## src/rtl/hec_pkg.sv

```systemverilog
// Package shared by the HEC inserter: cell geometry, register reset values
// and the byte-serial CRC-8 step. Assumes 8-bit octets, MSB sent first.
package hec_pkg;
    localparam int OCT_W       = 8;
    localparam int CELL_OCTETS = 53;
    localparam int HDR_OCTETS  = 4;
    localparam int HEC_POS     = HDR_OCTETS + 1;
    localparam int POS_W       = $clog2(CELL_OCTETS + 2);
    localparam logic [POS_W-1:0] POS_NONE = '1;
    localparam logic [OCT_W-1:0] CRC_POLY = 8'h07;
    localparam logic [OCT_W-1:0] COSET    = 8'h55;
    localparam int BIT_COSET = 6;
    localparam int BIT_VINS  = 5;
    localparam int BIT_ICALC = 1;

    typedef struct packed {
        logic coset;
        logic valid_ins;
        logic idle_calc;
    } hec_cfg_t;

    localparam hec_cfg_t CFG_RESET = '{coset: 1'b1, valid_ins: 1'b1, idle_calc: 1'b1};

    // Advance a CRC-8 by one octet, MSB first.
    function automatic logic [OCT_W-1:0] crc8_step(input logic [OCT_W-1:0] crc,
                                                   input logic [OCT_W-1:0] d);
        logic [OCT_W-1:0] c;
        logic fb;
        c = crc;
        for (int i = OCT_W - 1; i >= 0; i--) begin
            fb = c[OCT_W-1] ^ d[i];
            c  = {c[OCT_W-2:0], 1'b0} ^ (fb ? CRC_POLY : '0);
        end
        return c;
    endfunction
endpackage

```

## src/rtl/hec_cfg_regs.sv

```systemverilog
// Configuration registers: control bits at address 0 and the idle-cell
// fallback octet at address 1. Reads are combinational. Assumes one write
// per cycle at most.
module hec_cfg_regs
    import hec_pkg::*;
(
    input  logic             clk,
    input  logic             rst_n,
    input  logic             cfg_wr,
    input  logic             cfg_addr,
    input  logic [OCT_W-1:0] cfg_wdata,
    output logic [OCT_W-1:0] cfg_rdata,
    output hec_cfg_t         cfg,
    output logic [OCT_W-1:0] idle_b5
);
    // Hold the control bits and fallback octet; load on write.
    always_ff @(posedge clk) begin
        if (!rst_n) begin
            cfg     <= CFG_RESET;
            idle_b5 <= '0;
        end else if (cfg_wr) begin
            if (cfg_addr) begin
                idle_b5 <= cfg_wdata;
            end else begin
                cfg.coset     <= cfg_wdata[BIT_COSET];
                cfg.valid_ins <= cfg_wdata[BIT_VINS];
                cfg.idle_calc <= cfg_wdata[BIT_ICALC];
            end
        end
    end

    // Read mux; unused control bits read as zero.
    always_comb begin
        cfg_rdata = '0;
        if (cfg_addr) begin
            cfg_rdata = idle_b5;
        end else begin
            cfg_rdata[BIT_COSET] = cfg.coset;
            cfg_rdata[BIT_VINS]  = cfg.valid_ins;
            cfg_rdata[BIT_ICALC] = cfg.idle_calc;
        end
    end
endmodule

```

## src/rtl/hec_octet_tracker.sv

```systemverilog
// Tracks the octet position within a cell and accumulates the CRC over the
// header octets. cur_idx gives the position (1..53) of the octet currently
// presented. It is 0 when in_valid is low and POS_NONE outside any cell.
// Assumes every cell starts with in_soc.
module hec_octet_tracker
    import hec_pkg::*;
(
    input  logic             clk,
    input  logic             rst_n,
    input  logic             in_valid,
    input  logic             in_soc,
    input  logic [OCT_W-1:0] in_data,
    output logic [POS_W-1:0] cur_idx,
    output logic [OCT_W-1:0] crc_q
);
    logic [POS_W-1:0] pos_q;

    // Position of the present octet, derived from the last accepted one.
    always_comb begin
        if (!in_valid)
            cur_idx = '0;
        else if (in_soc)
            cur_idx = POS_W'(1);
        else if (pos_q >= POS_W'(CELL_OCTETS))
            cur_idx = POS_NONE;
        else
            cur_idx = pos_q + POS_W'(1);
    end

    // Remember the position of the last accepted octet.
    always_ff @(posedge clk) begin
        if (!rst_n)
            pos_q <= POS_NONE;
        else if (in_valid)
            pos_q <= cur_idx;
    end

    // Fold header octets into the CRC; restart at octet 1.
    always_ff @(posedge clk) begin
        if (!rst_n)
            crc_q <= '0;
        else if (in_valid && cur_idx >= POS_W'(1) && cur_idx <= POS_W'(HDR_OCTETS))
            crc_q <= crc8_step((cur_idx == POS_W'(1)) ? '0 : crc_q, in_data);
    end
endmodule

```

## src/rtl/hec_out_stage.sv

```systemverilog
// Output register stage. Latches the cell's settings at the start strobe and
// replaces octet 5 according to them. All other octets pass through with one
// clock of delay.
module hec_out_stage
    import hec_pkg::*;
(
    input  logic             clk,
    input  logic             rst_n,
    input  hec_cfg_t         cfg,
    input  logic [OCT_W-1:0] idle_b5,
    input  logic             in_valid,
    input  logic             in_soc,
    input  logic             in_idle,
    input  logic [OCT_W-1:0] in_data,
    input  logic [POS_W-1:0] cur_idx,
    input  logic [OCT_W-1:0] crc_q,
    output logic             out_valid,
    output logic             out_soc,
    output logic [OCT_W-1:0] out_data
);
    hec_cfg_t         cell_cfg;
    logic             cell_idle;
    logic [OCT_W-1:0] cell_b5;
    logic [OCT_W-1:0] hec_val;
    logic [OCT_W-1:0] oct5_val;

    // Freeze the settings for the cell at its start strobe.
    always_ff @(posedge clk) begin
        if (!rst_n) begin
            cell_cfg  <= CFG_RESET;
            cell_idle <= 1'b0;
            cell_b5   <= '0;
        end else if (in_valid && in_soc) begin
            cell_cfg  <= cfg;
            cell_idle <= in_idle;
            cell_b5   <= idle_b5;
        end
    end

    // Choose the fifth octet from the frozen settings.
    always_comb begin
        hec_val = crc_q ^ (cell_cfg.coset ? COSET : '0);
        if (cell_idle)
            oct5_val = cell_cfg.idle_calc ? hec_val : cell_b5;
        else
            oct5_val = cell_cfg.valid_ins ? hec_val : in_data;
    end

    // One-clock output register for data and framing flags.
    always_ff @(posedge clk) begin
        if (!rst_n) begin
            out_valid <= 1'b0;
            out_soc   <= 1'b0;
            out_data  <= '0;
        end else begin
            out_valid <= in_valid;
            out_soc   <= in_valid && in_soc;
            out_data  <= (in_valid && cur_idx == POS_W'(HEC_POS)) ? oct5_val : in_data;
        end
    end
endmodule

```

## src/rtl/atm_hec_inserter.sv

```systemverilog
// Top level of the HEC generator and inserter: configuration registers, octet
// tracker and output stage. Assumes one octet per clock when in_valid is high.
module atm_hec_inserter
    import hec_pkg::*;
(
    input  logic             clk,
    input  logic             rst_n,
    input  logic             cfg_wr,
    input  logic             cfg_addr,
    input  logic [OCT_W-1:0] cfg_wdata,
    output logic [OCT_W-1:0] cfg_rdata,
    input  logic             in_valid,
    input  logic             in_soc,
    input  logic             in_idle,
    input  logic [OCT_W-1:0] in_data,
    output logic             out_valid,
    output logic             out_soc,
    output logic [OCT_W-1:0] out_data
);
    hec_cfg_t         cfg;
    logic [OCT_W-1:0] idle_b5;
    logic [POS_W-1:0] cur_idx;
    logic [OCT_W-1:0] crc_q;

    hec_cfg_regs u_regs (
        .clk(clk), .rst_n(rst_n), .cfg_wr(cfg_wr), .cfg_addr(cfg_addr),
        .cfg_wdata(cfg_wdata), .cfg_rdata(cfg_rdata), .cfg(cfg), .idle_b5(idle_b5)
    );

    hec_octet_tracker u_trk (
        .clk(clk), .rst_n(rst_n), .in_valid(in_valid), .in_soc(in_soc),
        .in_data(in_data), .cur_idx(cur_idx), .crc_q(crc_q)
    );

    hec_out_stage u_out (
        .clk(clk), .rst_n(rst_n), .cfg(cfg), .idle_b5(idle_b5),
        .in_valid(in_valid), .in_soc(in_soc), .in_idle(in_idle), .in_data(in_data),
        .cur_idx(cur_idx), .crc_q(crc_q),
        .out_valid(out_valid), .out_soc(out_soc), .out_data(out_data)
    );
endmodule

```

## config.mk

```make
export PLATFORM = sky130hd
export DESIGN_NAME = atm_hec_inserter
export DESIGN_NICKNAME = d
export VERILOG_FILES = /design/src/rtl/hec_pkg.sv /design/src/rtl/hec_cfg_regs.sv /design/src/rtl/hec_octet_tracker.sv /design/src/rtl/hec_out_stage.sv /design/src/rtl/atm_hec_inserter.sv
export SDC_FILE = /design/constraint.sdc
export NUM_CORES = 1
export LEC_CHECK = 0
export ABC_CLOCK_PERIOD_IN_PS = 2800
export BUFFER_PORTS_ARGS = -buffer_cell sky130_fd_sc_hd__buf_2
export CAP_MARGIN = 20
export CORE_MARGIN = 2
export CORE_UTILIZATION = 57
export CTS_CLUSTER_DIAMETER = 100
export CTS_CLUSTER_SIZE = 8
export DETAILED_ROUTE_END_ITERATION = 8
export PLACE_DENSITY_LB_ADDON = 0.2
export SLEW_MARGIN = 20
export SYNTH_ARGS = -nofsm -noshare
export SYNTH_HDL_FRONTEND = slang
export SYNTH_SLANG_ARGS = --single-unit
```

## constraint.sdc

```tcl
create_clock -name clk -period 2.8 [get_ports clk]
set_clock_uncertainty 0.05 [all_clocks]
set_input_delay 0.7 -clock clk [delete_from_list [all_inputs] [get_ports clk]]
set_output_delay 0.7 -clock clk [all_outputs]
set_load 0.03 [all_outputs]
```

Yosys cells after proc, flatten, opt, wreduce, memory -nomap -nowiden
Cells that the tools add are included.
W data, S select, Z words.
{ "totals": {"output_inout_bits": 18, "wordCells": 66, "register_bits": 47, "inputBits": 23} }
{ "classes": {"bitwise": 18, "eq_ne": 2, "reduce_logical": 6, "mux": 22, "addsub": 1, "n_lt_le_gt_ge": 3} }
{ "op_table": {"columns": ["operator", "n"], "rows": [
  ["$xor A8 B8 Y8", 9],
  ["$mux W8", 5],
  ["$mux W3", 9],
  ["$mux W6", 3],
  ["$xor A1 B1 Y1", 8],
  ["$mux W7", 1],
  ["$add A6 B1 Y6 const B", 1],
  ["$eq A6 B1 Y1 const B", 1],
  ["$eq A6 B3 Y1 const B", 1],
  ["$ge A6 B1 Y1 const B", 1],
  ["$ge A6 B6 Y1 const B", 1],
  ["$le A6 B3 Y1 const B", 1],
  ["$logic_and A1 B1 Y1", 4],
  ["$reduce_and A2 Y1", 2],
  ["$mux W1", 3],
  ["$mux W2", 1],
  ["$not A1 Y1", 1]
]} }

Longest topological paths before layout
Gate-level depths: netlist of the first run.
{ "depth": {"depth_word": 30, "ltp_mapped": 10, "depth_no_buf": 8} }

Modules after synthesis
Synthesis of the first run repeated with hierarchy kept, for this count alone.
{ "hier_totals": {"hier_cells": 327, "area_unflattened_um2": 2778.9} }
{ "modules_own_cells": {"columns": ["module", "cells_each", "instances", "area_each_um2", "seq_area_each_um2"], "rows": [
  ["hec_octet_tracker", 147, 1, 1183.6, 280.3],
  ["hec_out_stage", 117, 1, 1027.2, 440.4],
  ["hec_cfg_regs", 63, 1, 568.0, 220.2]
]} }

Worst setup path after synthesis of the first run
No wires, ideal clock.
{ "synth_timing": {"kind": "input port to output port", "start": "input cfg_addr", "end": "output cfg_rdata[0]", "required_time_ns": 2.050, "path_buffers": 2, "t_arrival_ns": 1.545, "slack_ns": 0.505, "cell_stages": 3, "path_cell_list": "clkbuf_1 -> clkbuf_1 -> and2_1"} }
{ "synth_via": {"elab_chain_len": 1} }
{ "synth_lines": {"columns": ["item", "line_no", "source"], "rows": [
  ["start, declared", "atm_hec_inserter.sv:9", "input logic cfg_addr,"],
  ["$mux W1", "hec_cfg_regs.sv:35", "if (cfg_addr) begin"],
  ["end, declared", "atm_hec_inserter.sv:11", "output logic [OCT_W-1:0] cfg_rdata,"]
]} }
Every way passes these cells.

Final worst setup path of the first run
{ "layout_timing": {"start": "register u_trk.pos_q[0]", "end": "register u_out.out_data[7]"} }
{ "layout_via": {"elab_chain_len": 7, "elab_cells_between_ends": 8, "classes_between": "add/sub (1); order compare (1); eq/ne (1); mux (4); reduce/logical (1)"} }
{ "layout_lines": {"columns": ["item", "line_no", "source"], "rows": [
  ["start, declared", "hec_octet_tracker.sv:16", "logic [POS_W-1:0] pos_q;"],
  ["start signal, assigned", "hec_octet_tracker.sv:35", "pos_q <= cur_idx;"],
  ["$add A6 B1 Y6 / $ge A6 B6 Y1 (equally long branches)", "hec_octet_tracker.sv:27, hec_octet_tracker.sv:24", null],
  ["$mux W6 *", "hec_octet_tracker.sv:24", "else if (pos_q >= POS_W'(CELL_OCTETS))"],
  ["$mux W6 *", "hec_octet_tracker.sv:22", "else if (in_soc)"],
  ["$mux W6 *", "hec_octet_tracker.sv:20", "if (!in_valid)"],
  ["$eq A6 B3 Y1 *", "hec_out_stage.sv:58", "out_data <= (in_valid && cur_idx == POS_W'(HEC_POS)) ? oct5_val : in_data;"],
  ["$logic_and A1 B1 Y1 *", "hec_out_stage.sv:58", null],
  ["$mux W8 *", "hec_out_stage.sv:58", null],
  ["end signal, assigned", "hec_out_stage.sv:58", null],
  ["end, declared", "hec_out_stage.sv:19", "output logic [OCT_W-1:0] out_data"]
]} }
Mark *: on every way between the ends. The rest lies on a longest branch, timed or not.
A chain may end at the register's enable or synchronous reset.

==> results of run 1 <==
==> cell usage after synthesis (2+ instances only) <==
| cell | number |
|---|---|
| sky130_fd_sc_hd__a211oi_1 | 8 |
| sky130_fd_sc_hd__and3_1 | 5 |
| sky130_fd_sc_hd__o32ai_1 | 3 |
| sky130_fd_sc_hd__a31oi_1 | 3 |
| sky130_fd_sc_hd__nor2b_1 | 6 |
| sky130_fd_sc_hd__mux2i_1 | 12 |
| sky130_fd_sc_hd__ha_1 | 3 |
| sky130_fd_sc_hd__nand3_1 | 16 |
| sky130_fd_sc_hd__or3_1 | 3 |
| sky130_fd_sc_hd__o211ai_1 | 6 |
| sky130_fd_sc_hd__o2bb2ai_1 | 2 |
| sky130_fd_sc_hd__nor4_1 | 2 |
| sky130_fd_sc_hd__buf_2 | 3 |
| sky130_fd_sc_hd__mux2_2 | 4 |
| sky130_fd_sc_hd__nor3b_1 | 3 |
| sky130_fd_sc_hd__xor2_1 | 13 |
| sky130_fd_sc_hd__nor2_1 | 14 |
| sky130_fd_sc_hd__o21bai_1 | 3 |
| sky130_fd_sc_hd__o21ai_0 | 19 |
| sky130_fd_sc_hd__inv_1 | 4 |
| sky130_fd_sc_hd__a311oi_1 | 2 |
| sky130_fd_sc_hd__o21a_1 | 3 |
| sky130_fd_sc_hd__a21oi_1 | 26 |
| sky130_fd_sc_hd__xnor2_1 | 19 |
| sky130_fd_sc_hd__and2_1 | 7 |
| sky130_fd_sc_hd__a211o_1 | 3 |
| sky130_fd_sc_hd__nor3_1 | 10 |
| sky130_fd_sc_hd__a41oi_1 | 2 |
| sky130_fd_sc_hd__nand2_1 | 67 |
| sky130_fd_sc_hd__a31o_2 | 3 |
| sky130_fd_sc_hd__clkbuf_1 | 29 |
| sky130_fd_sc_hd__dfxtp_1 | 47 |
==> worst max path at each step <==
stage                                start                           end  slack, ns  cells past startpoint
6_report       u_trk.pos_q[0]$_SDFFE_PN1P_  u_out.out_data[7]$_SDFF_PN0_       0.27                      7
5_1_grt        u_trk.pos_q[0]$_SDFFE_PN1P_  u_out.out_data[7]$_SDFF_PN0_       0.11                      7
4_1_cts        u_trk.pos_q[0]$_SDFFE_PN1P_  u_out.out_data[7]$_SDFF_PN0_       0.29                      7
3_5_place_dp   u_trk.pos_q[0]$_SDFFE_PN1P_  u_out.out_data[7]$_SDFF_PN0_       0.30                      7
3_3_place_gp   u_trk.pos_q[0]$_SDFFE_PN1P_  u_out.out_data[7]$_SDFF_PN0_       0.35                      7
2_1_floorplan                     cfg_addr                  cfg_rdata[0]       0.50                      3
==> worst max-delay path, delay by kind of cell, from the launching register on <==
| family | cells | cell delay, ns |
|---|---|---|
| adders and majority gates | 1 | 0.37 |
| buffers and inverters | 1 | 0.11 |
| DFF | 1 | 0.50 |
| AOI/OAI and AO/OA | 2 | 0.20 |
| and+or+nand+nor | 3 | 1.23 |
==> state kept, by name (all words and copies together) (netlist names), 3 cells and up <==
signal,cells
u_out.cell_b5,8
u_out.out_data,8
u_regs.idle_b5,8
u_trk.crc_q,8
u_trk.pos_q,6
u_out.cell_cfg,3
u_regs.cfg,3
==> final cells by class <==
cell class / count / area (um2)
sequential: 47 / 941
fill: 412 / 1640
clock buffer: 6 / 82.6
timing repair buffer: 46 / 245
tap: 67 / 83.8
clock inverter: 2 / 16.3
inverter: 4 / 15.0
multi-input combinational: 277 / 1700
==> routing by layer <==
metal	up-vias	wire length [um]
met5	-	0
met4	0	109
met3	11	260
met2	65	2950
met1	1172	3040
li1	1298	-
==> power by group <==
group | internal, mW | switching [mW]
Clock | 0.202 | 0.245
Combinational | 0.182 | 0.240
Sequential | 0.707 | 0.0596
Total | 1.09 | 0.545
==> cell usage in the layout (no fill, tap or decap), types with 2 or more instances in the layout <==
cell and count:
sky130_fd_sc_hd__a211o_1 3, sky130_fd_sc_hd__a211oi_1 8, sky130_fd_sc_hd__a21oi_1 26, sky130_fd_sc_hd__a311oi_1 2, sky130_fd_sc_hd__a31o_2 3, sky130_fd_sc_hd__a31oi_1 3
sky130_fd_sc_hd__a41oi_1 2, sky130_fd_sc_hd__and2_1 7, sky130_fd_sc_hd__and3_1 5, sky130_fd_sc_hd__buf_2 40, sky130_fd_sc_hd__buf_4 6, sky130_fd_sc_hd__clkbuf_8 6
sky130_fd_sc_hd__dfxtp_1 47, sky130_fd_sc_hd__ha_1 3, sky130_fd_sc_hd__inv_1 4, sky130_fd_sc_hd__mux2_2 4, sky130_fd_sc_hd__mux2i_1 12, sky130_fd_sc_hd__nand2_1 67
sky130_fd_sc_hd__nand3_1 16, sky130_fd_sc_hd__nor2_1 14, sky130_fd_sc_hd__nor2b_1 6, sky130_fd_sc_hd__nor3_1 10, sky130_fd_sc_hd__nor3b_1 3, sky130_fd_sc_hd__nor4_1 2
sky130_fd_sc_hd__o211ai_1 6, sky130_fd_sc_hd__o21a_1 3, sky130_fd_sc_hd__o21ai_0 19, sky130_fd_sc_hd__o21bai_1 3, sky130_fd_sc_hd__o2bb2ai_1 2, sky130_fd_sc_hd__o32ai_1 3
sky130_fd_sc_hd__or3_1 3, sky130_fd_sc_hd__xnor2_1 19, sky130_fd_sc_hd__xor2_1 13
==> cells by family (layout without fill, tap and decap cells) <==
kind of cell,count (synthesis),count (layout),synth area share (%)
muxes,16,16,5.92
DFF,47,47,33.7
xor gates and xnor gates,33,33,10.6
and+or+nand+nor,138,138,23.0
AOI/OAI and AO/OA,87,87,20.0
adders and majority gates,3,3,1.35
buffers and inverters,37,58,5.38
==> per-stage QoR <==
stage / util (%) / total power [mW] / setup WS (ns)
2_1_floorplan: - / 1.11 / 0.505
3_3_place_gp: 63.2 / 1.19 / 0.350
3_5_place_dp: 63.2 / 1.20 / 0.302
4_1_cts: 65.2 / 1.64 / 0.287
5_1_grt: 65.2 / 1.72 / 0.106
6_report: 65.2 / 1.64 / 0.267
==> impl_table.tex, run 1 <==
\begin{tabular}{lr}
\hline
Metric & Value \\
\hline
\multicolumn{2}{l}{\textbf{STA}} \\
\quad Final setup violation count & 0 \\
\quad Number of hold violations in the final report & 0 \\
\quad Worst slack on hold paths & 0.414 ns \\
\quad Slew HR & 34.4\% \\
\quad Final period demand of the worst path & 2.53 ns \\
\quad Measured slew at the worst slew-check pin & 0.983 ns \\
\quad Setup\_tns & 0 ns \\
\quad Unrepaired setup endpoints after global routing & false \\
\quad Period utilization & 90.5\% \\
\quad Final Slew Violations & 0 \\
\quad Max frequency & 395 MHz \\
\multicolumn{2}{l}{\textbf{Setup path}} \\
\quad Longest individual stage delay on the worst path & 0.55 ns \\
\quad Critical path, cell by cell & ha\_1, inv\_1, nor3\_1, a31oi\_1, or4\_4, or4\_1, a21oi\_1 \\
\quad Arrival time at the worst endpoint & 2.71 ns \\
\quad Category of the worst setup path capture point & register \\
\quad Reg2Reg Setup Slack & 0.27 ns \\
\quad Maximum fanout encountered on the critical timing path & 12 \\
\quad Slowest-stage cell, CP & sky130\_fd\_sc\_hd\_\_or4\_1 \\
\quad Startpoint of the lowest-slack register-to-register path & u\_trk.pos\_q[0]\$\_SDFFE\_PN1P\_ \\
\quad Setup Crit Path Kind & register to register \\
\quad Critical path launch point type & register \\
\quad Data required time of the worst path & 2.98 ns \\
\quad Critical R2R Capture & u\_out.out\_data[7]\$\_SDFF\_PN0\_ \\
\quad Logic depth of the worst register-to-register path & 7 \\
\multicolumn{2}{l}{\textbf{Floorplan}} \\
\quad Initial standard-cell utilization of the core & 59.0\% \\
\quad Number of I/O pins & 41 \\
\quad Floorplan row count & 25 \\
\quad Vertical die dimension & 74.0 um \\
\quad Die Span X & 74.0 um \\
\quad Floorplan Core Area & 0.00472 mm2 \\
\quad Die Area & 0.00547 mm2 \\
\multicolumn{2}{l}{\textbf{Routing}} \\
\quad Via Count & 2,546 \\
\quad Number of remaining DRC errors & 0 \\
\quad Vias per cell & 5.67 \\
\quad Antenna-violating nets left & 0 \\
\quad Per-cell routed wire length & 14.2 um \\
\quad Count of TritonRoute iterations in the first routing pass & 4 \\
\quad Count of routing violations after the opening detailed-route iteration & 177 \\
\quad Wire length after detailed routing & 6.36 mm \\
\multicolumn{2}{l}{\textbf{Min path}} \\
\quad HP Start & u\_out.cell\_b5[1]\$\_SDFFE\_PN0P\_ \\
\quad Worst hold path type & register to register \\
\quad Worst min-delay path endpoint & u\_out.cell\_b5[1]\$\_SDFFE\_PN0P\_ \\
\quad Hold path depth & 2 \\
\multicolumn{2}{l}{\textbf{Clock network}} \\
\quad \# clock sinks & 47 \\
\quad Root buffer cell & sky130\_fd\_sc\_hd\_\_clkbuf\_8 \\
\quad Post-CTS Setup Bufs & 0 \\
\quad Clock-pin slew of the registers on the worst-case setup and hold paths & 0.09 ns \\
\quad Clock latency at the later pin of the worst-skew pair & 0.30 ns \\
\quad \# resized after CTS & 0 \\
\quad Max Buffers Root-to-Sink & 2 \\
\quad Hold bufs inserted after CTS & 0 \\
\quad Number of buffers inserted during clock tree synthesis & 5 \\
\quad CTS tree & done \\
\quad Total number of H-tree levels & 2 \\
\multicolumn{2}{l}{\textbf{Global route}} \\
\quad Met2 Usage GRT & 38.4\% \\
\quad Layer with the highest usage after global routing & met2 \\
\quad Number of global-route vias before repair & 2,265 \\
\quad Number of antenna violations at the first check in global routing & 0 \\
\quad Met1 routing resource usage after global routing & 32.9\% \\
\quad Wire length of the first global-routing pass & 10.4 mm \\
\quad Grt met3 use & 4.47\% \\
\quad Combined global-route utilization of all metal layers & 24.3\% \\
\quad Largest net degree at the start of global routing & 31 \\
\quad Remaining global-route overflow & 0 \\
\multicolumn{2}{l}{\textbf{Synth}} \\
\quad Register area share after synthesis & 33.7\% \\
\quad Leading cell types by total area after synthesis & sky130\_fd\_sc\_hd\_\_dfxtp\_1 (34\%), sky130\_fd\_sc\_hd\_\_nand2\_1 (9.0\%), sky130\_fd\_sc\_hd\_\_xnor2\_1 (6.0\%), sky130\_fd\_sc\_hd\_\_a21oi\_1 (4.7\%), sky130\_fd\_sc\_hd\_\_mux2i\_1 (4.3\%) \\
\quad Number of flops mapped to enable cells by yosys & 0 \\
\quad Number of standard cells after synthesis & 361 \\
\quad Post-synthesis cell area & 0.00279 mm2 \\
\quad Dominant register cell in the synthesized netlist & sky130\_fd\_sc\_hd\_\_dfxtp\_1 \\
\quad Share of the synthesized area in the top cell type & 33.7\% \\
\quad Synth cell types & 43 \\
\quad Post-Synthesis Net Count & 387 \\
\quad Number of warning messages in the yosys log & 0 \\
\quad Proportion of synthesized flip-flops having asynchronous set or reset & 0\% \\
\quad Cell accounting for the most synthesized area & sky130\_fd\_sc\_hd\_\_dfxtp\_1 \\
\quad Total of flip-flops plus latches after synthesis & 47 \\
\quad Post-Syn Area per Cell & 7.73 um2 \\
\multicolumn{2}{l}{\textbf{Place}} \\
\quad Placed standard-cell area & 0.00298 mm2 \\
\quad Routability Congestion & 0.868 \\
\quad Placed wire-length estimate & 4.51 mm \\
\quad IO buf count & 40 \\
\quad Total instance count after detailed placement & 441 \\
\multicolumn{2}{l}{\textbf{Layout}} \\
\quad Final instance count without filler cells & 449 \\
\quad Antenna diode count & 0 \\
\quad Final design instance area without fill & 0.00308 mm2 \\
\quad Number of nets in the layout & 407 \\
\quad Synth-to-Final Area Change & 10.5\% \\
\quad Share of post-route cells with drive strength above 1 & 16.5\% \\
\multicolumn{2}{l}{\textbf{Power}} \\
\quad Pleak & 1.28 nW \\
\quad Power Dens Cells & 531 mW/mm2 \\
\quad Peak supply drop & 354 uV \\
\multicolumn{2}{l}{\textbf{Status}} \\
\quad Result of the run & finished, final reports clean \\
\multicolumn{2}{l}{\textbf{Job}} \\
\quad Reported max-cap violation count & 0 \\
\hline
\end{tabular}
Power figures use the tool's default switching activity.
==> run 2: changes to the inputs <==
--- a/config.mk
+++ b/config.mk
@@ -8,8 +8,10 @@
 export ABC_CLOCK_PERIOD_IN_PS = 2800
 export BUFFER_PORTS_ARGS = -buffer_cell sky130_fd_sc_hd__buf_2
 export CAP_MARGIN = 20
+export CELL_PAD_IN_SITES_DETAIL_PLACEMENT = 1
+export CELL_PAD_IN_SITES_GLOBAL_PLACEMENT = 1
 export CORE_MARGIN = 2
-export CORE_UTILIZATION = 57
+export CORE_UTILIZATION = 42
 export CTS_CLUSTER_DIAMETER = 100
 export CTS_CLUSTER_SIZE = 8
 export DETAILED_ROUTE_END_ITERATION = 8
==> run 2 against run 1 <==
Clock-buffer cell count fell by 1. Hold slack better by 0.0017 ns. Sequential power about the same.
==> impl_table.tex, run 2 (synthesis results as in run 1) <==
\begin{tabular}{lr}
\hline
Metric & Value \\
\hline
\multicolumn{2}{l}{\textbf{Setup path}} \\
\quad Worst Setup SP & u\_trk.pos\_q[0]\$\_SDFFE\_PN1P\_ \\
\quad Reg2Reg Setup Slack & 0.20 ns (-0.07 ns) \\
\quad Critical R2R Capture & u\_out.out\_data[7]\$\_SDFF\_PN0\_ \\
\quad Maximum fanout encountered on the critical timing path & 12 (unchanged) \\
\quad Startpoint of the lowest-slack register-to-register path & u\_trk.pos\_q[0]\$\_SDFFE\_PN1P\_ \\
\quad Arrival time at the worst endpoint & 2.79 ns (+0.08 ns) \\
\quad Capturing element of the worst setup path & u\_out.out\_data[7]\$\_SDFF\_PN0\_ \\
\quad Critical path launch point type & register \\
\quad Data required time of the worst path & 2.99 ns (about the same) \\
\quad Category of the worst setup path capture point & register \\
\quad Logic depth of the worst register-to-register path & 7 (unchanged) \\
\quad Setup Crit Path Kind & register to register \\
\multicolumn{2}{l}{\textbf{Floorplan}} \\
\quad Initial standard-cell utilization of the core & 43.7\% (-15 points) \\
\quad Die Area & 0.00731 mm2 (+34\%) \\
\quad Die Span X & 85.5 um (+16\%) \\
\quad Floorplan Core Area & 0.00639 mm2 (+35\%) \\
\quad Vertical die dimension & 85.5 um (+16\%) \\
\quad Floorplan row count & 29 (+16\%) \\
\quad Number of I/O pins & 41 (unchanged) \\
\multicolumn{2}{l}{\textbf{Place}} \\
\quad Placed wire-length estimate & 5.30 mm (+17\%) \\
\quad Total instance count after detailed placement & 452 (+2.5\%) \\
\quad IO buf count & 40 (unchanged) \\
\quad Routability Congestion & 0.791 (-8.8\%) \\
\multicolumn{2}{l}{\textbf{Job}} \\
\quad Reported max-cap violation count & 0 (unchanged) \\
\multicolumn{2}{l}{\textbf{Clock network}} \\
\quad Total number of H-tree levels & 2 (unchanged) \\
\quad Max Buffers Root-to-Sink & 2 (unchanged) \\
\quad Number of buffers inserted during clock tree synthesis & 5 (unchanged) \\
\quad Root buffer cell & sky130\_fd\_sc\_hd\_\_clkbuf\_8 \\
\quad CTS tree & done \\
\quad Clock latency at the later pin of the worst-skew pair & 0.31 ns (about the same) \\
\quad Hold bufs inserted after CTS & 0 (unchanged) \\
\quad Post-CTS Setup Bufs & 0 (unchanged) \\
\quad \# clock sinks & 47 (unchanged) \\
\quad Clock-pin slew of the registers on the worst-case setup and hold paths & 0.10 ns (about the same) \\
\quad \# resized after CTS & 0 (unchanged) \\
\multicolumn{2}{l}{\textbf{Routing}} \\
\quad Antenna-violating nets left & 0 (unchanged) \\
\quad Count of routing violations after the opening detailed-route iteration & 84 (-53\%) \\
\quad Vias per cell & 5.58 (-1.7\%) \\
\quad Number of remaining DRC errors & 0 (unchanged) \\
\quad Wire length after detailed routing & 7.48 mm (+18\%) \\
\quad Count of TritonRoute iterations in the first routing pass & 4 (unchanged) \\
\quad Via Count & 2,565 (+0.75\%) \\
\quad Per-cell routed wire length & 16.3 um (+15\%) \\
\multicolumn{2}{l}{\textbf{STA}} \\
\quad Period utilization & 92.8\% (+2.3 points) \\
\quad Measured slew at the worst slew-check pin & 0.805 ns (-0.177 ns) \\
\quad Slew HR & 46.3\% (+12 points) \\
\quad Setup\_tns & 0 ns (unchanged) \\
\quad Number of hold violations in the final report & 0 (unchanged) \\
\quad Worst slack on hold paths & 0.415 ns (+0.00167 ns) \\
\quad Max frequency & 385 MHz (-2.5\%) \\
\quad Final setup violation count & 0 (unchanged) \\
\quad Final Slew Violations & 0 (unchanged) \\
\quad Final period demand of the worst path & 2.60 ns (+0.0650 ns) \\
\quad Unrepaired setup endpoints after global routing & false \\
\multicolumn{2}{l}{\textbf{Layout}} \\
\quad Synth-to-Final Area Change & 11.8\% \\
\quad Antenna diode count & 0 (unchanged) \\
\quad Number of nets in the layout & 408 (+0.25\%) \\
\quad Most frequent cells in the layout & sky130\_fd\_sc\_hd\_\_nand2\_1 (67), sky130\_fd\_sc\_hd\_\_dfxtp\_1 (47), sky130\_fd\_sc\_hd\_\_buf\_2 (40), sky130\_fd\_sc\_hd\_\_a21oi\_1 (26) \\
\quad Final instance count without filler cells & 460 (+2.4\%) \\
\quad Filler cell count in the final layout & 817 (+98\%) \\
\quad Most common library cell in the layout ignoring fill and taps & sky130\_fd\_sc\_hd\_\_nand2\_1 \\
\quad Share of post-route cells with drive strength above 1 & 16.7\% (+0.22 points) \\
\quad Share of the core filled with cells in the final layout & 48.8\% (-16 points) \\
\multicolumn{2}{l}{\textbf{Global route}} \\
\quad Remaining global-route overflow & 0 (unchanged) \\
\quad Combined global-route utilization of all metal layers & 21.6\% (-2.7 points) \\
\quad Wire length of the first global-routing pass & 12.8 mm (+23\%) \\
\quad Number of antenna violations at the first check in global routing & 0 (unchanged) \\
\quad Largest net degree at the start of global routing & 25 (-19\%) \\
\quad Number of global-route vias before repair & 2,631 (+16\%) \\
\multicolumn{2}{l}{\textbf{Status}} \\
\quad Result of the run & finished, final reports clean \\
\multicolumn{2}{l}{\textbf{Power}} \\
\quad Peak supply drop & 288 uV (-19\%) \\
\quad Pleak & 1.30 nW (+1.2\%) \\
\quad Power Dens Cells & 559 mW/mm2 (+5.2\%) \\
\multicolumn{2}{l}{\textbf{Min path}} \\
\quad Worst hold path type & register to register \\
\hline
\end{tabular}
## run 2: cell types whose count changed in the layout (fill, tap and decap cells not counted)
cell	before	now
sky130_fd_sc_hd__buf_4	6	7
sky130_fd_sc_hd__inv_6	0	1
sky130_fd_sc_hd__clkinvlp_4	1	0
sky130_fd_sc_hd__bufinv_16	0	1
sky130_fd_sc_hd__clkbuf_8	6	5
## run 2: final cells by class
| type | count | area (um2) | area share (%) |
|---|---|---|---|
| clock buffer | 5 | 68.8 | 2.21 |
| clock inverter | 3 | 47.5 | 1.52 |
| inverter | 4 | 15.0 | 0.481 |
| multi-input combinational | 277 | 1700 | 54.4 |
| sequential | 47 | 941 | 30.2 |
| tap | 77 | 96.3 | 3.09 |
| timing repair buffer | 47 | 253 | 8.10 |
## run 2: critical path, stage by stage, from the launching register on
cell and delay, ns:
sky130_fd_sc_hd__dfxtp_1 0.51, sky130_fd_sc_hd__ha_1 0.40, sky130_fd_sc_hd__inv_1 0.13, sky130_fd_sc_hd__nor3_1 0.15, sky130_fd_sc_hd__a31oi_1 0.06, sky130_fd_sc_hd__or4_4 0.54, sky130_fd_sc_hd__or4_1 0.55, sky130_fd_sc_hd__a21oi_1 0.13
## run 2: how the worst min path moves through the flow
stage                                                 to  slack, ns  depth (start not counted)                            from
after CTS                  u_out.cell_b5[2]$_SDFFE_PN0P_       0.42                          2   u_out.cell_b5[2]$_SDFFE_PN0P_
after global routing      u_regs.idle_b5[1]$_SDFFE_PN0P_       0.45                          2  u_regs.idle_b5[1]$_SDFFE_PN0P_
after global placement     u_out.cell_b5[2]$_SDFFE_PN0P_       0.40                          2   u_out.cell_b5[2]$_SDFFE_PN0P_
after floorplan            u_out.cell_b5[1]$_SDFFE_PN0P_       0.39                          2   u_out.cell_b5[1]$_SDFFE_PN0P_
after detailed placement   u_out.cell_b5[2]$_SDFFE_PN0P_       0.41                          2   u_out.cell_b5[2]$_SDFFE_PN0P_
final                      u_out.cell_b5[2]$_SDFFE_PN0P_       0.42                          2   u_out.cell_b5[2]$_SDFFE_PN0P_
## run 2: routing by layer
metal | wire, um | track usage (%) | vias to the layer above
li1 | - | - | 1295
met1 | 3490 | 28.0 | 1227
met2 | 3680 | 37.4 | 35
met3 | 201 | 2.60 | 8
met4 | 100 | 7.22 | 0
met5 | 0 | 0 | -
## run 2: power breakdown
group / internal, mW / leakage (nW) / switching, mW / total (mW)
logic: 0.184 / 0.854 / 0.256 / 0.439
clock network: 0.271 / 0.0587 / 0.267 / 0.538
registers: 0.707 / 0.386 / 0.0587 / 0.766
## run 2: through the flow
stage | worst slack, ns | cell area, um2 | power, mW
finish | 0.202 | 3120 | 1.74
global route | 0.0279 | 3120 | 1.84
CTS | 0.207 | 3120 | 1.76
detailed placement | 0.228 | 3000 | 1.22
global placement | 0.341 | 3000 | 1.20
floorplan | 0.505 | 2790 | 1.11
==> run 3: changes to the inputs <==
--- a/config.mk
+++ b/config.mk
@@ -6,16 +6,17 @@
 export NUM_CORES = 1
 export LEC_CHECK = 0
 export ABC_CLOCK_PERIOD_IN_PS = 2800
-export BUFFER_PORTS_ARGS = -buffer_cell sky130_fd_sc_hd__buf_2
 export CAP_MARGIN = 20
 export CELL_PAD_IN_SITES_DETAIL_PLACEMENT = 1
 export CELL_PAD_IN_SITES_GLOBAL_PLACEMENT = 1
 export CORE_MARGIN = 2
-export CORE_UTILIZATION = 42
+export CORE_UTILIZATION = 46
 export CTS_CLUSTER_DIAMETER = 100
 export CTS_CLUSTER_SIZE = 8
 export DETAILED_ROUTE_END_ITERATION = 8
+export DONT_BUFFER_PORTS = 1
 export PLACE_DENSITY_LB_ADDON = 0.2
+export SKIP_LAST_GASP = 1
 export SLEW_MARGIN = 20
 export SYNTH_ARGS = -nofsm -noshare
 export SYNTH_HDL_FRONTEND = slang
==> run 3 against run 2 <==
Critical path depth unchanged. Sequential cell count did not move. Non-clock buffer count down 43. Via count down 5.2%. Setup slack gained 0.044 ns. Die area decreased by 8.3%. Clock-buffer cell count unchanged. Register-to-register slack gained 0.04 ns. Combinational power decreased by 18%. Clock power decreased by 2%. Critical path type unchanged.
==> impl_table.tex, run 3 (synthesis results as in run 1) <==
\begin{tabular}{lr}
\hline
Metric & Value \\
\hline
\multicolumn{2}{l}{\textbf{Floorplan}} \\
\quad Die Span X & 81.9 um (-4.2\%) \\
\quad Die Area & 0.00670 mm2 (-8.3\%) \\
\quad Floorplan row count & 28 (-3.4\%) \\
\quad Number of I/O pins & 41 (unchanged) \\
\quad Vertical die dimension & 81.9 um (-4.2\%) \\
\quad Initial standard-cell utilization of the core & 47.4\% (+3.7 points) \\
\quad Floorplan Core Area & 0.00589 mm2 (-7.8\%) \\
\multicolumn{2}{l}{\textbf{Routing}} \\
\quad Routed met2 length & 3.32 mm (-9.8\%) \\
\quad Wire length after detailed routing & 7.07 mm (-5.5\%) \\
\quad Count of TritonRoute iterations in the first routing pass & 4 (unchanged) \\
\quad Per-cell routed wire length & 17.0 um (+4.7\%) \\
\quad Antenna-violating nets left & 0 (unchanged) \\
\quad Met3 Wirelength & 268 um (+33\%) \\
\quad Number of remaining DRC errors & 0 (unchanged) \\
\quad Highest routed metal layer & met4 \\
\quad Via Count & 2,431 (-5.2\%) \\
\quad Count of routing violations after the opening detailed-route iteration & 68 (-19\%) \\
\quad Vias per cell & 5.86 (+5.1\%) \\
\quad Met1 wire length & 3.35 mm (-4.1\%) \\
\multicolumn{2}{l}{\textbf{STA}} \\
\quad Measured slew at the worst slew-check pin & 0.620 ns (-0.185 ns) \\
\quad Final setup violation count & 0 (unchanged) \\
\quad Final period demand of the worst path & 2.55 ns (-0.0443 ns) \\
\quad Max frequency & 392 MHz (+1.7\%) \\
\quad Period utilization & 91.2\% (-1.6 points) \\
\quad Slew HR & 58.6\% (+12 points) \\
\quad Setup\_tns & 0 ns (unchanged) \\
\quad Unrepaired setup endpoints after global routing & false \\
\quad Final Slew Violations & 0 (unchanged) \\
\quad Number of hold violations in the final report & 0 (unchanged) \\
\multicolumn{2}{l}{\textbf{Place}} \\
\quad Placed wire-length estimate & 5.00 mm (-5.6\%) \\
\quad Routability Congestion & 0.836 (+5.6\%) \\
\quad IO buf count & 0 (-100\%) \\
\multicolumn{2}{l}{\textbf{Layout}} \\
\quad Number of nets in the layout & 365 (-11\%) \\
\quad Most frequent cells in the layout & sky130\_fd\_sc\_hd\_\_nand2\_1 (67), sky130\_fd\_sc\_hd\_\_dfxtp\_1 (47), sky130\_fd\_sc\_hd\_\_a21oi\_1 (26), sky130\_fd\_sc\_hd\_\_o21ai\_0 (19), sky130\_fd\_sc\_hd\_\_xnor2\_1 (19) \\
\quad Share of post-route cells with drive strength above 1 & 6.18\% (-11 points) \\
\quad Most common library cell in the layout ignoring fill and taps & sky130\_fd\_sc\_hd\_\_nand2\_1 \\
\quad Antenna diode count & 0 (unchanged) \\
\quad Filler cell count in the final layout & 745 (-8.8\%) \\
\quad Synth-to-Final Area Change & 3.77\% \\
\multicolumn{2}{l}{\textbf{Clock network}} \\
\quad CTS tree & done \\
\quad Hold bufs inserted after CTS & 0 (unchanged) \\
\quad \# resized after CTS & 0 (unchanged) \\
\quad Post-CTS Setup Bufs & 0 (unchanged) \\
\quad Root buffer cell & sky130\_fd\_sc\_hd\_\_clkbuf\_8 \\
\quad Max Buffers Root-to-Sink & 2 (unchanged) \\
\quad Clock-pin slew of the registers on the worst-case setup and hold paths & 0.10 ns (about the same) \\
\quad Number of buffers inserted during clock tree synthesis & 5 (unchanged) \\
\quad Clock latency at the later pin of the worst-skew pair & 0.31 ns (about the same) \\
\quad Total number of H-tree levels & 2 (unchanged) \\
\quad \# clock sinks & 47 (unchanged) \\
\multicolumn{2}{l}{\textbf{Power}} \\
\quad Sequential group share of total power & 46.8\% (+2.9 points) \\
\quad Power Dens Cells & 579 mW/mm2 (+3.6\%) \\
\quad Internal Dissipation & 1.14 mW (-1.8\%) \\
\quad Total chip power & 1.68 mW (-3.8\%) \\
\quad Peak supply drop & 215 uV (-25\%) \\
\quad Combinational fraction of design power & 21.6\% (-3.6 points) \\
\quad Switching Share & 32.0\% (-1.4 points) \\
\quad Net Switching & 0.535 mW (-7.8\%) \\
\quad Clock network fraction of design power & 31.6\% (+0.7 points) \\
\quad Pleak & 1.11 nW (-14\%) \\
\multicolumn{2}{l}{\textbf{Min path}} \\
\quad Worst hold path type & primary input to register \\
\multicolumn{2}{l}{\textbf{Global route}} \\
\quad Wire length of the first global-routing pass & 11.8 mm (-7.3\%) \\
\quad Remaining global-route overflow & 0 (unchanged) \\
\quad Number of global-route vias before repair & 2,374 (-9.8\%) \\
\quad Combined global-route utilization of all metal layers & 22.7\% (+1.1 points) \\
\quad Largest net degree at the start of global routing & 33 (+32\%) \\
\quad Number of antenna violations at the first check in global routing & 0 (unchanged) \\
\multicolumn{2}{l}{\textbf{Setup path}} \\
\quad Setup Crit Path Kind & register to register \\
\quad Category of the worst setup path capture point & register \\
\quad Critical path launch point type & register \\
\quad Arrival time at the worst endpoint & 2.75 ns (-0.04 ns) \\
\quad Data required time of the worst path & 2.99 ns (about the same) \\
\quad Maximum fanout encountered on the critical timing path & 12 (unchanged) \\
\multicolumn{2}{l}{\textbf{Status}} \\
\quad Result of the run & finished, final reports clean \\
\multicolumn{2}{l}{\textbf{Job}} \\
\quad Reported max-cap violation count & 0 (unchanged) \\
\hline
\end{tabular}
## run 3: cell types whose count changed in the layout (fill, tap and decap cells not counted), sizes merged
cell | before | now
buf | 47 | 4
## run 3: worst max-delay path, stage by stage (launching register included)
cell                      delay [ns]
sky130_fd_sc_hd__dfxtp_1        0.51
sky130_fd_sc_hd__ha_1           0.38
sky130_fd_sc_hd__inv_1          0.12
sky130_fd_sc_hd__nor3_1         0.14
sky130_fd_sc_hd__a31oi_1        0.07
sky130_fd_sc_hd__or4_4          0.55
sky130_fd_sc_hd__or4_1          0.55
sky130_fd_sc_hd__a21oi_1        0.13
## run 3: power by group through the flow
stage	clock, mW	sequential [mW]	combinational (mW)
floorplan	0	0.759	0.346
global placement	0	0.798	0.344
detailed placement	0	0.800	0.357
CTS	0.536	0.785	0.364
global route	0.571	0.793	0.410
finish	0.529	0.784	0.362
## run 3: final timing paths
kind	depth (start not counted)	startpoint	slack, ns	endpoint
hold / removal	1	rst_n	0.40	u_regs.cfg[0]$_SDFFE_PN1P_
setup / recovery	7	u_trk.pos_q[0]$_SDFFE_PN1P_	0.25	u_out.out_data[7]$_SDFF_PN0_
setup reg to reg	7	u_trk.pos_q[0]$_SDFFE_PN1P_	0.25	u_out.out_data[7]$_SDFF_PN0_
hold reg to reg	2	u_regs.idle_b5[1]$_SDFFE_PN0P_	0.41	u_out.cell_b5[1]$_SDFFE_PN0P_
## run 3: per-stage QoR
stage / worst slack (ns) / std cells / area (um2) / hold WS, ns / util [%]
2_1_floorplan: 0.505 / 361 / 2790 / 0.386 / -
3_3_place_gp: 0.358 / 407 / 2780 / 0.400 / 47.2
3_5_place_dp: 0.273 / 407 / 2780 / 0.408 / 47.2
4_1_cts: 0.249 / 415 / 2890 / 0.393 / 49.2
5_1_grt: 0.0380 / 415 / 2890 / 0.382 / 49.2
6_report: 0.246 / 415 / 2890 / 0.399 / 49.2
## run 3: area by class of cell
cell class,instances,area (um2),share of cell area [%]
clock buffers,5,68.8,2.38
well taps,75,93.8,3.24
clock inverters,3,47.5,1.64
multi-input cells,277,1700,58.7
inverters,4,15.0,0.519
flip-flops and latches,47,941,32.5
repair buffers,4,30.0,1.04
## run 3: routing by layer
layer  up-vias  global-route usage, %
li1       1204                      -
met1      1172                   30.9
met2        44                   36.6
met3        11                   4.18
met4         0                   6.67
met5         -                      0
